$ cat src/rtl/xlat_pkg.sv
package xlat_pkg;

    typedef enum logic [2:0] {
        CMD_IDLE        = 3'd0,
        CMD_LOOKUP      = 3'd1,
        CMD_DEMAP       = 3'd2,
        CMD_FLUSH_ALL   = 3'd3,
        CMD_FLUSH_LOCAL = 3'd4
    } cmd_e;

    typedef enum logic [1:0] {
        ACC_READ  = 2'd0,
        ACC_WRITE = 2'd1,
        ACC_FETCH = 2'd2
    } acc_e;

    localparam logic [1:0] PRIV_USER = 2'd3;

endpackage

$ cat src/rtl/xlat_range_match.sv
module xlat_range_match #(
    parameter int N     = 4,
    parameter int VA_W  = 16,
    parameter int SZ_W  = 4,
    parameter int IDX_W = 2
) (
    input  logic [N-1:0]            vld_i,
    input  logic [N-1:0][VA_W-1:0]  base_i,
    input  logic [N-1:0][SZ_W-1:0]  lg_i,
    input  logic [VA_W-1:0]         va_i,
    output logic [N-1:0]            hit_vec_o,
    output logic                    hit_o,
    output logic [IDX_W-1:0]        idx_o
);

    // Bases are stored aligned, so masking the low bits tests the range.
    for (genvar g = 0; g < N; g++) begin : g_cmp
        logic [VA_W-1:0] hi_mask;
        assign hi_mask      = {VA_W{1'b1}} << lg_i[g];
        assign hit_vec_o[g] = vld_i[g] && ((va_i & hi_mask) == base_i[g]);
    end

    assign hit_o = |hit_vec_o;

    // Lowest index wins if software ever installs overlapping ranges.
    always_comb begin
        idx_o = '0;
        for (int i = N - 1; i >= 0; i--) begin
            if (hit_vec_o[i]) idx_o = IDX_W'(i);
        end
    end

endmodule

$ cat src/rtl/xlat_age_promote.sv
module xlat_age_promote #(
    parameter int N = 4,
    parameter int W = 2
) (
    input  logic [N-1:0][W-1:0] age_i,
    input  logic                en_i,
    input  logic [W-1:0]        idx_i,
    output logic [N-1:0][W-1:0] age_o
);

    logic [W-1:0] sel_age;

    // Age 0 is most recent; ages form a permutation of 0..N-1.
    always_comb begin
        age_o   = age_i;
        sel_age = age_i[idx_i];
        if (en_i) begin
            for (int i = 0; i < N; i++) begin
                if (age_i[i] < sel_age) age_o[i] = age_i[i] + 1'b1;
            end
            age_o[idx_i] = '0;
        end
    end

endmodule

$ cat src/rtl/xlat_victim_pick.sv
module xlat_victim_pick #(
    parameter int N = 4,
    parameter int W = 2
) (
    input  logic [N-1:0]        vld_i,
    input  logic [N-1:0][W-1:0] age_i,
    output logic [W-1:0]        idx_o
);

    localparam logic [W-1:0] OLDEST = W'(N - 1);

    logic found;

    always_comb begin
        idx_o = '0;
        found = 1'b0;
        for (int i = 0; i < N; i++) begin
            if (!found && !vld_i[i]) begin
                idx_o = W'(i);
                found = 1'b1;
            end
        end
        if (!found) begin
            for (int i = 0; i < N; i++) begin
                if (age_i[i] == OLDEST) idx_o = W'(i);
            end
        end
    end

endmodule

$ cat src/rtl/xlat_buffer.sv
module xlat_buffer
    import xlat_pkg::*;
#(
    parameter int NUM_ENT = 4,
    parameter int VA_W    = 16,
    parameter int PA_W    = 16,
    parameter int SZ_W    = 4
) (
    input  logic            clk_i,
    input  logic            rst_ni,
    input  logic [2:0]      cmd_i,
    input  logic [VA_W-1:0] va_i,
    input  logic [1:0]      acc_i,
    input  logic [1:0]      priv_i,
    input  logic            force_sup_i,
    input  logic            store_chk_i,
    input  logic            touch_i,
    input  logic            ins_en_i,
    input  logic [VA_W-1:0] ins_vbase_i,
    input  logic [SZ_W-1:0] ins_lgsz_i,
    input  logic [PA_W-1:0] ins_pbase_i,
    input  logic            ins_user_i,
    input  logic            ins_wr_i,
    input  logic            ins_glob_i,
    output logic            rsp_vld_o,
    output logic            rsp_hit_o,
    output logic [PA_W-1:0] rsp_pa_o,
    output logic            rsp_fault_o,
    output logic [2:0]      rsp_fcode_o
);

    localparam int IDX_W = (NUM_ENT > 1) ? $clog2(NUM_ENT) : 1;

    typedef struct packed {
        logic [NUM_ENT-1:0]            vld;
        logic [NUM_ENT-1:0]            usr;
        logic [NUM_ENT-1:0]            wr;
        logic [NUM_ENT-1:0]            glob;
        logic [NUM_ENT-1:0][VA_W-1:0]  vbase;
        logic [NUM_ENT-1:0][PA_W-1:0]  pbase;
        logic [NUM_ENT-1:0][SZ_W-1:0]  lg;
        logic [NUM_ENT-1:0][IDX_W-1:0] age;
        logic                          rvld;
        logic                          rhit;
        logic                          rfault;
        logic [PA_W-1:0]               rpa;
        logic [2:0]                    rfc;
    } state_t;

    state_t s_d, s_q;

    logic [NUM_ENT-1:0]            hit_vec;
    logic                          hit_any;
    logic [IDX_W-1:0]              hit_idx;
    logic                          touch_en;
    logic [NUM_ENT-1:0][IDX_W-1:0] age_mid;
    logic [NUM_ENT-1:0][IDX_W-1:0] age_fin;
    logic [NUM_ENT-1:0]            vld_mid;
    logic [IDX_W-1:0]              victim;
    logic                          is_lookup;
    logic                          is_user;
    logic                          wflag;
    logic                          fault;
    logic [VA_W-1:0]               lo_mask;

    xlat_range_match #(
        .N(NUM_ENT), .VA_W(VA_W), .SZ_W(SZ_W), .IDX_W(IDX_W)
    ) u_match (
        .vld_i    (s_q.vld),
        .base_i   (s_q.vbase),
        .lg_i     (s_q.lg),
        .va_i     (va_i),
        .hit_vec_o(hit_vec),
        .hit_o    (hit_any),
        .idx_o    (hit_idx)
    );

    assign is_lookup = (cmd_i == CMD_LOOKUP);
    assign touch_en  = is_lookup && hit_any && touch_i;

    // Step 1: the command's recency effect.
    xlat_age_promote #(.N(NUM_ENT), .W(IDX_W)) u_touch (
        .age_i(s_q.age),
        .en_i (touch_en),
        .idx_i(hit_idx),
        .age_o(age_mid)
    );

    // Step 1: the command's effect on occupancy.
    always_comb begin
        vld_mid = s_q.vld;
        case (cmd_i)
            CMD_DEMAP:       if (hit_any) vld_mid[hit_idx] = 1'b0;
            CMD_FLUSH_ALL:   vld_mid = '0;
            CMD_FLUSH_LOCAL: vld_mid = s_q.vld & s_q.glob;
            default:         vld_mid = s_q.vld;
        endcase
    end

    // Step 2: the insert sees the state left by step 1.
    xlat_victim_pick #(.N(NUM_ENT), .W(IDX_W)) u_victim (
        .vld_i(vld_mid),
        .age_i(age_mid),
        .idx_o(victim)
    );

    xlat_age_promote #(.N(NUM_ENT), .W(IDX_W)) u_fill (
        .age_i(age_mid),
        .en_i (ins_en_i),
        .idx_i(victim),
        .age_o(age_fin)
    );

    always_comb begin
        s_d      = s_q;
        s_d.vld  = vld_mid;
        s_d.age  = age_fin;

        is_user  = (priv_i == PRIV_USER) && !force_sup_i;
        wflag    = (acc_i == ACC_WRITE) || store_chk_i;
        fault    = is_lookup && hit_any &&
                   ((is_user && !s_q.usr[hit_idx]) || (wflag && !s_q.wr[hit_idx]));
        lo_mask  = ~({VA_W{1'b1}} << s_q.lg[hit_idx]);

        s_d.rvld   = is_lookup;
        s_d.rhit   = is_lookup && hit_any;
        s_d.rfault = fault;
        s_d.rfc    = fault ? {1'b1, wflag, is_user} : 3'b000;
        s_d.rpa    = (is_lookup && hit_any)
                   ? (s_q.pbase[hit_idx] | PA_W'(va_i & lo_mask)) : '0;

        if (ins_en_i) begin
            s_d.vld[victim]   = 1'b1;
            s_d.usr[victim]   = ins_user_i;
            s_d.wr[victim]    = ins_wr_i;
            s_d.glob[victim]  = ins_glob_i;
            s_d.lg[victim]    = ins_lgsz_i;
            s_d.vbase[victim] = ins_vbase_i & ({VA_W{1'b1}} << ins_lgsz_i);
            s_d.pbase[victim] = ins_pbase_i & ({PA_W{1'b1}} << ins_lgsz_i);
        end
    end

    always_ff @(posedge clk_i) begin
        if (!rst_ni) begin
            s_q <= '0;
            for (int i = 0; i < NUM_ENT; i++) s_q.age[i] <= IDX_W'(i);
        end else begin
            s_q <= s_d;
        end
    end

    assign rsp_vld_o   = s_q.rvld;
    assign rsp_hit_o   = s_q.rhit;
    assign rsp_pa_o    = s_q.rpa;
    assign rsp_fault_o = s_q.rfault;
    assign rsp_fcode_o = s_q.rfc;

    assert_fault_code_R5: assert property (@(posedge clk_i) disable iff (!rst_ni)
        rsp_fault_o |-> (rsp_fcode_o[2] && rsp_hit_o && rsp_vld_o));

    assert_no_code_R5: assert property (@(posedge clk_i) disable iff (!rst_ni)
        !rsp_fault_o |-> (rsp_fcode_o == 3'b000));

    assert_ins_mru_R6: assert property (@(posedge clk_i) disable iff (!rst_ni)
        ins_en_i |=> (s_q.vld[$past(victim)] && (s_q.age[$past(victim)] == '0)));

    assert_touch_mru_R7: assert property (@(posedge clk_i) disable iff (!rst_ni)
        (is_lookup && touch_i && hit_any && !ins_en_i) |=> (s_q.age[$past(hit_idx)] == '0));

    assert_peek_stable_R7: assert property (@(posedge clk_i) disable iff (!rst_ni)
        (is_lookup && !touch_i && !ins_en_i) |=> $stable(s_q.age));

    assert_demap_free_R8: assert property (@(posedge clk_i) disable iff (!rst_ni)
        ((cmd_i == CMD_DEMAP) && hit_any && !ins_en_i) |=>
            (!s_q.vld[$past(hit_idx)] && $stable(s_q.age)));

    assert_flush_all_R9: assert property (@(posedge clk_i) disable iff (!rst_ni)
        ((cmd_i == CMD_FLUSH_ALL) && !ins_en_i) |=> (s_q.vld == '0));

    assert_flush_local_R10: assert property (@(posedge clk_i) disable iff (!rst_ni)
        ((cmd_i == CMD_FLUSH_LOCAL) && !ins_en_i) |=> ((s_q.vld & ~s_q.glob) == '0));

endmodule

$ cat config.mk
export PLATFORM = sky130hd
export DESIGN_NAME = xlat_buffer
export DESIGN_NICKNAME = d
export VERILOG_FILES = /design/src/rtl/xlat_pkg.sv /design/src/rtl/xlat_range_match.sv /design/src/rtl/xlat_age_promote.sv /design/src/rtl/xlat_victim_pick.sv /design/src/rtl/xlat_buffer.sv
export SDC_FILE = /design/constraint.sdc
export NUM_CORES = 1
export LEC_CHECK = 0
export ABC_AREA = 1
export BUFFER_PORTS_ARGS = -buffer_cell sky130_fd_sc_hd__clkbuf_2
export CAP_MARGIN = 20
export CORE_MARGIN = 4
export CORE_UTILIZATION = 55
export CTS_BUF_LIST = sky130_fd_sc_hd__clkbuf_4 sky130_fd_sc_hd__clkbuf_8 sky130_fd_sc_hd__clkbuf_16
export DETAILED_ROUTE_END_ITERATION = 7
export PLACE_DENSITY = 0.8
export SLEW_MARGIN = 30
export SYNTH_ARGS = -nofsm -noshare
export SYNTH_HDL_FRONTEND = slang
export SYNTH_SLANG_ARGS = --single-unit
$ cat constraint.sdc
create_clock -name clk_i -period 6.8 [get_ports clk_i]
set_clock_uncertainty 0.1 [all_clocks]
set_input_delay 1.36 -clock clk_i [delete_from_list [all_inputs] [get_ports clk_i]]
set_output_delay 1.36 -clock clk_i [all_outputs]
set_load 0.01 [all_outputs]
## After elaboration in Yosys (flattened, before gate mapping)

Cells that the tools add are included.

| cells by class | value |
|---|---|
| add/sub/neg operators | 8 |
| order comparisons | 12 |
| equal/unequal tests | 14 |
| shifts and indexed selects | 6 |
| mux-type cells | 68 |
| bitwise gates (word level) | 17 |
| reduce and logical (&&, ||, !) cells | 28 |

Operators with widths:

| cell | number |
|---|---|
| 160-bit 2-to-1 mux | 1 |
| 64-bit bitwise mux | 2 |
| 16-bit bitwise AND | 7 |
| 16-bit by 4-bit left shift with 16-bit output (first input constant) | 6 |
| 16-bit == test | 4 |
| 2-bit 2-to-1 mux | 31 |
| 16-bit binary-select mux with 2-bit select | 1 |
| 16-bit demux with 2-bit select | 1 |
| 16-bit 2-to-1 mux | 2 |
| 2-bit by 1-bit adder with 2-bit output (second input constant) | 8 |
| 8-bit bitwise AND | 2 |
| 16-bit bitwise mux | 1 |
| 2-bit < comparator | 8 |
| 8-bit 2-to-1 mux | 2 |
| 16-bit inverter | 1 |
| 8-bit inverter | 2 |
| 16-bit OR | 1 |
| 1-bit logical AND | 15 |
| 4-bit bitwise mux | 3 |
| 4-bit 2-to-1 mux | 3 |
| 4-bit one-hot mux with 3 select lines | 1 |
| 2-bit == test (second input constant) | 5 |
| 1-bit 2-to-1 mux | 9 |
| 4-bit bitwise AND | 2 |
| other kinds (19) | 35 |

| storage, ports and cells | value |
|---|---|
| bits in registers | 190 |
| input port bits | 68 |
| output and inout bits | 22 |

## Depth between registers and ports, before layout

| logic depth | value |
|---|---|
| depth after elaboration | 37 |
| gate-level depth with buffers | 43 |
| gate-level depth less buffers | 41 |

## Cells and area by module

A second synthesis with hierarchy kept.

| second synthesis, totals | value |
|---|---|
| cells, all modules | 1541 |
| area, all modules | 10252.3 um2 |

Modules (own cells, without submodules):

| module | instances | cells an instance | area an instance (um2) |
|---|---|---|---|
| xlat_buffer | 1 | 951 | 7480.9 |
| xlat_range_match | 1 | 441 | 2030.7 |
| xlat_age_promote at u_fill | 1 | 67 | 342.8 |
| xlat_age_promote at u_touch | 1 | 68 | 335.3 |
| xlat_victim_pick | 1 | 14 | 62.6 |

## Worst setup path before layout

No wires, ideal clock.

| path | value |
|---|---|
| kind | input-to-reg |
| start | input port va_i[5] |
| end | register s_q[24] (netlist name) |
| setup time | 0.123 ns |
| arrival | 6.543 ns |
| data required time | 6.577 ns |
| setup slack | 0.034 ns |
| stages on the path | 37 |
| cells stage by stage | clkbuf_1 nand3_1 nand2_1 nand2_1 nor2_1 nand2_1 nor2_1 nand3_1 o21ai_0 nand2_1 clkinv_1 clkbuf_1 a211oi_1 a221oi_1 ha_1 nand2_1 nand3_1 inv_1 nand2_1 nand2_1 inv_1 o21ai_0 inv_1 ha_1 nor4_4 nand2_2 nand2_2 inv_2 nand2_2 o21ai_0 a221oi_1 ha_1 or4_1 nand2_1 inv_1 nand2_1 nand2_1 |

| between the ends | value |
|---|---|
| longest elaborated chain between the ends | 36 |
| elaborated cells on any way between the ends | 85 |
| classes of those cells | add/sub (1); order compare (9); eq/ne (8); mux (40); bitwise (10); reduce/logical (17) |

Ends and longest elaborated chain:

| item | line | text |
|---|---|---|
| start: declaration | xlat_buffer.sv:12 | `input logic [VA_W-1:0] va_i,` |
| 16-bit bitwise AND | xlat_range_match.sv:20 | `assign hit_vec_o[g] = vld_i[g] && ((va_i & hi_mask) == base_i[g]);` |
| 16-bit == test | xlat_range_match.sv:20 |  |
| 1-bit logical AND | xlat_range_match.sv:20 |  |
| 2-bit 2-to-1 mux (4 in a row) | xlat_range_match.sv:29 | `if (hit_vec_o[i]) idx_o = IDX_W'(i);` |
| 2-bit by 3-bit < comparator with 1-bit output (not written as such) or 2-bit by 1-bit >= comparator with 1-bit output (tied branches) | xlat_age_promote.sv:21, xlat_buffer.sv:93 |  |
| 1-bit logical AND (not written as such) | xlat_age_promote.sv:21, xlat_buffer.sv:93 |  |
| 1-bit 2-to-1 mux (not written as such) | xlat_buffer.sv:93 | `CMD_DEMAP: if (hit_any) vld_mid[hit_idx] = 1'b0;` |
| 1-bit demux with 2-bit select | xlat_buffer.sv:93 |  |
| (+17 left out) | n/a |  |
| 2-bit 2-to-1 mux | xlat_victim_pick.sv:23 | `if (!found) begin` |
| 2-bit binary-select mux with 2-bit select (tied with other cells) | xlat_age_promote.sv:16 | `sel_age = age_i[idx_i];` |
| 2-bit 2-to-1 mux (not written as such) or 1-bit logical AND (tied branches) | xlat_age_promote.sv:16, xlat_age_promote.sv:21 |  |
| 2-bit < comparator or 2-bit 2-to-1 mux (tied branches) | xlat_age_promote.sv:19, xlat_age_promote.sv:21 |  |
| 2-bit 2-to-1 mux or 2-bit demux with 2-bit select (tied branches) | n/a |  |
| 2-bit 2-to-1 mux or 8-bit inverter (tied branches) | n/a |  |
| 8-bit bitwise AND (no source line) | n/a |  |
| 8-bit 2-to-1 mux (*) | xlat_age_promote.sv:17 | `if (en_i) begin` |
| end signal: assignment | xlat_buffer.sv:145 | `s_q <= '0;` |
| end signal: assignment | xlat_buffer.sv:148 | `s_q <= s_d;` |
| end: declaration | xlat_buffer.sv:50 | `state_t s_d, s_q;` |

Every way passes the cells marked *; elsewhere a longest branch is shown, timed or not. The select of a mux whose other input is x is not followed.
A chain may end at the register's enable or synchronous reset.

## Worst setup path in the final report

| path | value |
|---|---|
| start | input port va_i[7] |
| end | register s_q[26] (netlist name) |

The elaborated chain is that of the path after synthesis.

==> metrics.yaml <==
setup_path:
  worst-r2r-setup-slack_ps: 670
  critical-path-top-delay-family: "simple AND/OR/NAND/NOR gates"
  crit_path_start: "va_i[7]"
  timing.critical_path.from_type: "input port"
  crit_arrival_ps: 6520
  cp_slowest_cell: "or4_1"
  path_class: "input port to register"
  worstSetupEndpoint: "s_q[26]$_SDFF_PN0_"
  crit_buf_inv: 9
  max_stage_delay_ps: 480
  reg2reg_depth: 37
  cp.depth: 38
  cp_common_cell: "nand2_1"
  reg2reg_to: "s_q[26]$_SDFF_PN0_"
  cp_max_fo: 4
  required_ps: 7030
  crit_path_end_kind: "register"
logic_synthesis:
  synthFlopType: "dfxtp_1"
  async_flop_share_pct: 0
  synthDominantCellAreaShare_pct: 35.28
  yosys_register_bits: 189
  synth_cells: 1629
  syn_avg_cell_area_um2: 6.583
  synth_top_cell_by_area: "dfxtp_1"
  ys_types: 47
  synth_common_cells: "nand2_1, inv_1, dfxtp_1"
  ys_warn_count: 0
  syn-cell-area_um2: 10720
  yosys-top-cells-area: "dfxtp_1, nand2_1, a21oi_1"
  synthesis.nets: 1709
  synth.most_common_cell: "nand2_1"
  synth_edf_count: 0
  seq_area_frac_synth_pct: 35.28
global_routing:
  gr-usage-all-layers_pct: 31.97
  antenna_found_initial: 1
  first_global_vias: 10680
  grt_pass1_wl_um: 55400
  grt_overflow: 0
  grt_max_degree: 89
floorplanning:
  io_pins: 90
  die_h_um: 147.6
  fp-row-count: 50
  die_area_um2: 21800
  start_util_pct: 56.57
  die_w_um: 147.6
  coreArea_um2: 18960
cts:
  cts_max_path_buffers: 2
  clock_tree.root_cell: "clkbuf_16"
  cts_inserted_buffers: 17
  clk_latency_ps: 450
  cts_hold_buf: 0
  clk_pin_slew_ps: 80
  tritoncts: "yes"
  h-tree-depth: 4
  cts_sinks: 189
timing:
  slew_violations: 0
  period_needed_ps: 6283
  max_freq_mhz: 159.2
  worst_slew_pin_slew_ps: 912.5
  setup_violations: 0
  finalHoldViolations: 0
  tns_ps: 0
  max_slew_margin_pct: 38.52
  fin_crit_sh_pct: 92.40
  rsz0062_at_grt: "false"
power:
  pwr_density_cell_nw_per_um2: 216.3
  ir_worst_vdd_mv: 0.1806
  leakage_nw: 5.570
detailed_routing:
  routed-via-count: 11390
  drc: 0
  wl_per_cell_um: 17.64
  first_iter_violations: 1013
  firstDrtPassIters: 6
  ant_nets: 0
  routed_wl_um: 34910
  vias_per_cell: 5.754
cells_and_area:
  nets: 1786
  syn_to_final_growth_pct: 13.04
  fin_area_um2: 12120
  nFillCells: 1735
  drive_gt1_share_pct: 14.95
  final_core_util_pct: 63.95
  multi_input_area_um2: 5550
  diodes: 0
  stdcell_count: 1979
  final-seq-area_um2: 3784
placement:
  io_buffers: 89
  hpwlAfterDp_um: 25360
  gp_routability_congestion: 1.033
  dp.cells: 1947
  placed_area_um2: 11490
run:
  max_cap_violations: 0
status:
  outcome: "finished, final reports clean"
worst_hold_path:
  hold_class: "register to register"
==> layer usage <==
layer  up-vias  GRT usage, %  wire [um]
met5         -             0          8
met4         2         12.44       1233
met3       101         5.181       3138
met2       559         51.73      15930
met1      5224         42.92      14610
li1       5502             -          -
==> repair_timing <==
action                     in CTS  in global routing
setup endpoints to repair       0                  6
gates resized for setup         0                  5
setup buffers                   0                  0
==> final cells by class <==
cell class	instances	share of cell area (%)
multi-input combinational	1122	45.78
tap	260	2.683
clock inverter	14	1.404
timing repair buffer	157	8.525
inverter	219	6.822
clock buffer	18	3.571
sequential	189	31.21
==> how the worst min path moves through the flow <==
stage,startpoint,to,slack [ps],depth (start not counted)
after detailed placement,register,register,340,2
after global placement,register,register,330,2
after CTS,register,register,360,2
final,register,register,360,2
after floorplan,register,register,320,2
after global routing,register,register,370,2
==> worst min-delay path, cell delays in order, from the launching register on <==
cell	delay, ps
dfxtp_1	300
inv_1	60
a21oi_1	50
==> stage by stage <==
step           hold slack (ps)  setup slack, ps  total power [mW]
6_report                 357.3            516.7             2.622
5_1_grt                  369.9            22.92             2.730
4_1_cts                  356.6            404.0             2.620
3_5_place_dp             342.7           -43.67             1.620
3_3_place_gp             332.2            136.9             1.613
2_1_floorplan            323.7            34.29             1.475
==> kinds of logic (layout without fill, tap and decap cells) <==
logic type	Yosys count	count (layout)	synth area share [%]
adder cells (fa/ha/maj)	12	12	1.400
buffers and inverters	318	408	13.27
XOR/XNOR	1	1	0.08169
flip-flops	189	189	35.28
AO/OA/AOI/OAI	435	435	22.09
AND/OR/NAND/NOR	674	674	27.88
==> cell usage in the layout, fill, tap and decap left out, types with 8 or more instances in the layout <==
cell type  Yosys  routed
inv_1        200     200
buf_4         28      63
ha_1          12      12
dfxtp_1      189     189
nor3_1         9       8
a31oi_1        9       9
o21ai_1       81      81
a21oi_1      182     182
nand2_1      354     354
o21ai_0      106     105
a21oi_2       11      11
o211ai_1       8       8
nand3_1      108     107
nand4_1       25      25
clkbuf_16      0      17
nor2_1       124     124
a22oi_1        8       8
clkbuf_2       0      88
nand3b_1      12      12
nand2_2       13      13
inv_2         13      13
==> report_power, final <==
group	internal (mW)	switching (mW)	leakage (nW)
logic	0.152	0.278	3.75
registers	1.15	0.0331	1.54
clock network	0.500	0.511	0.286
total	1.80	0.822	5.57
Power figures use the tool's default switching activity.
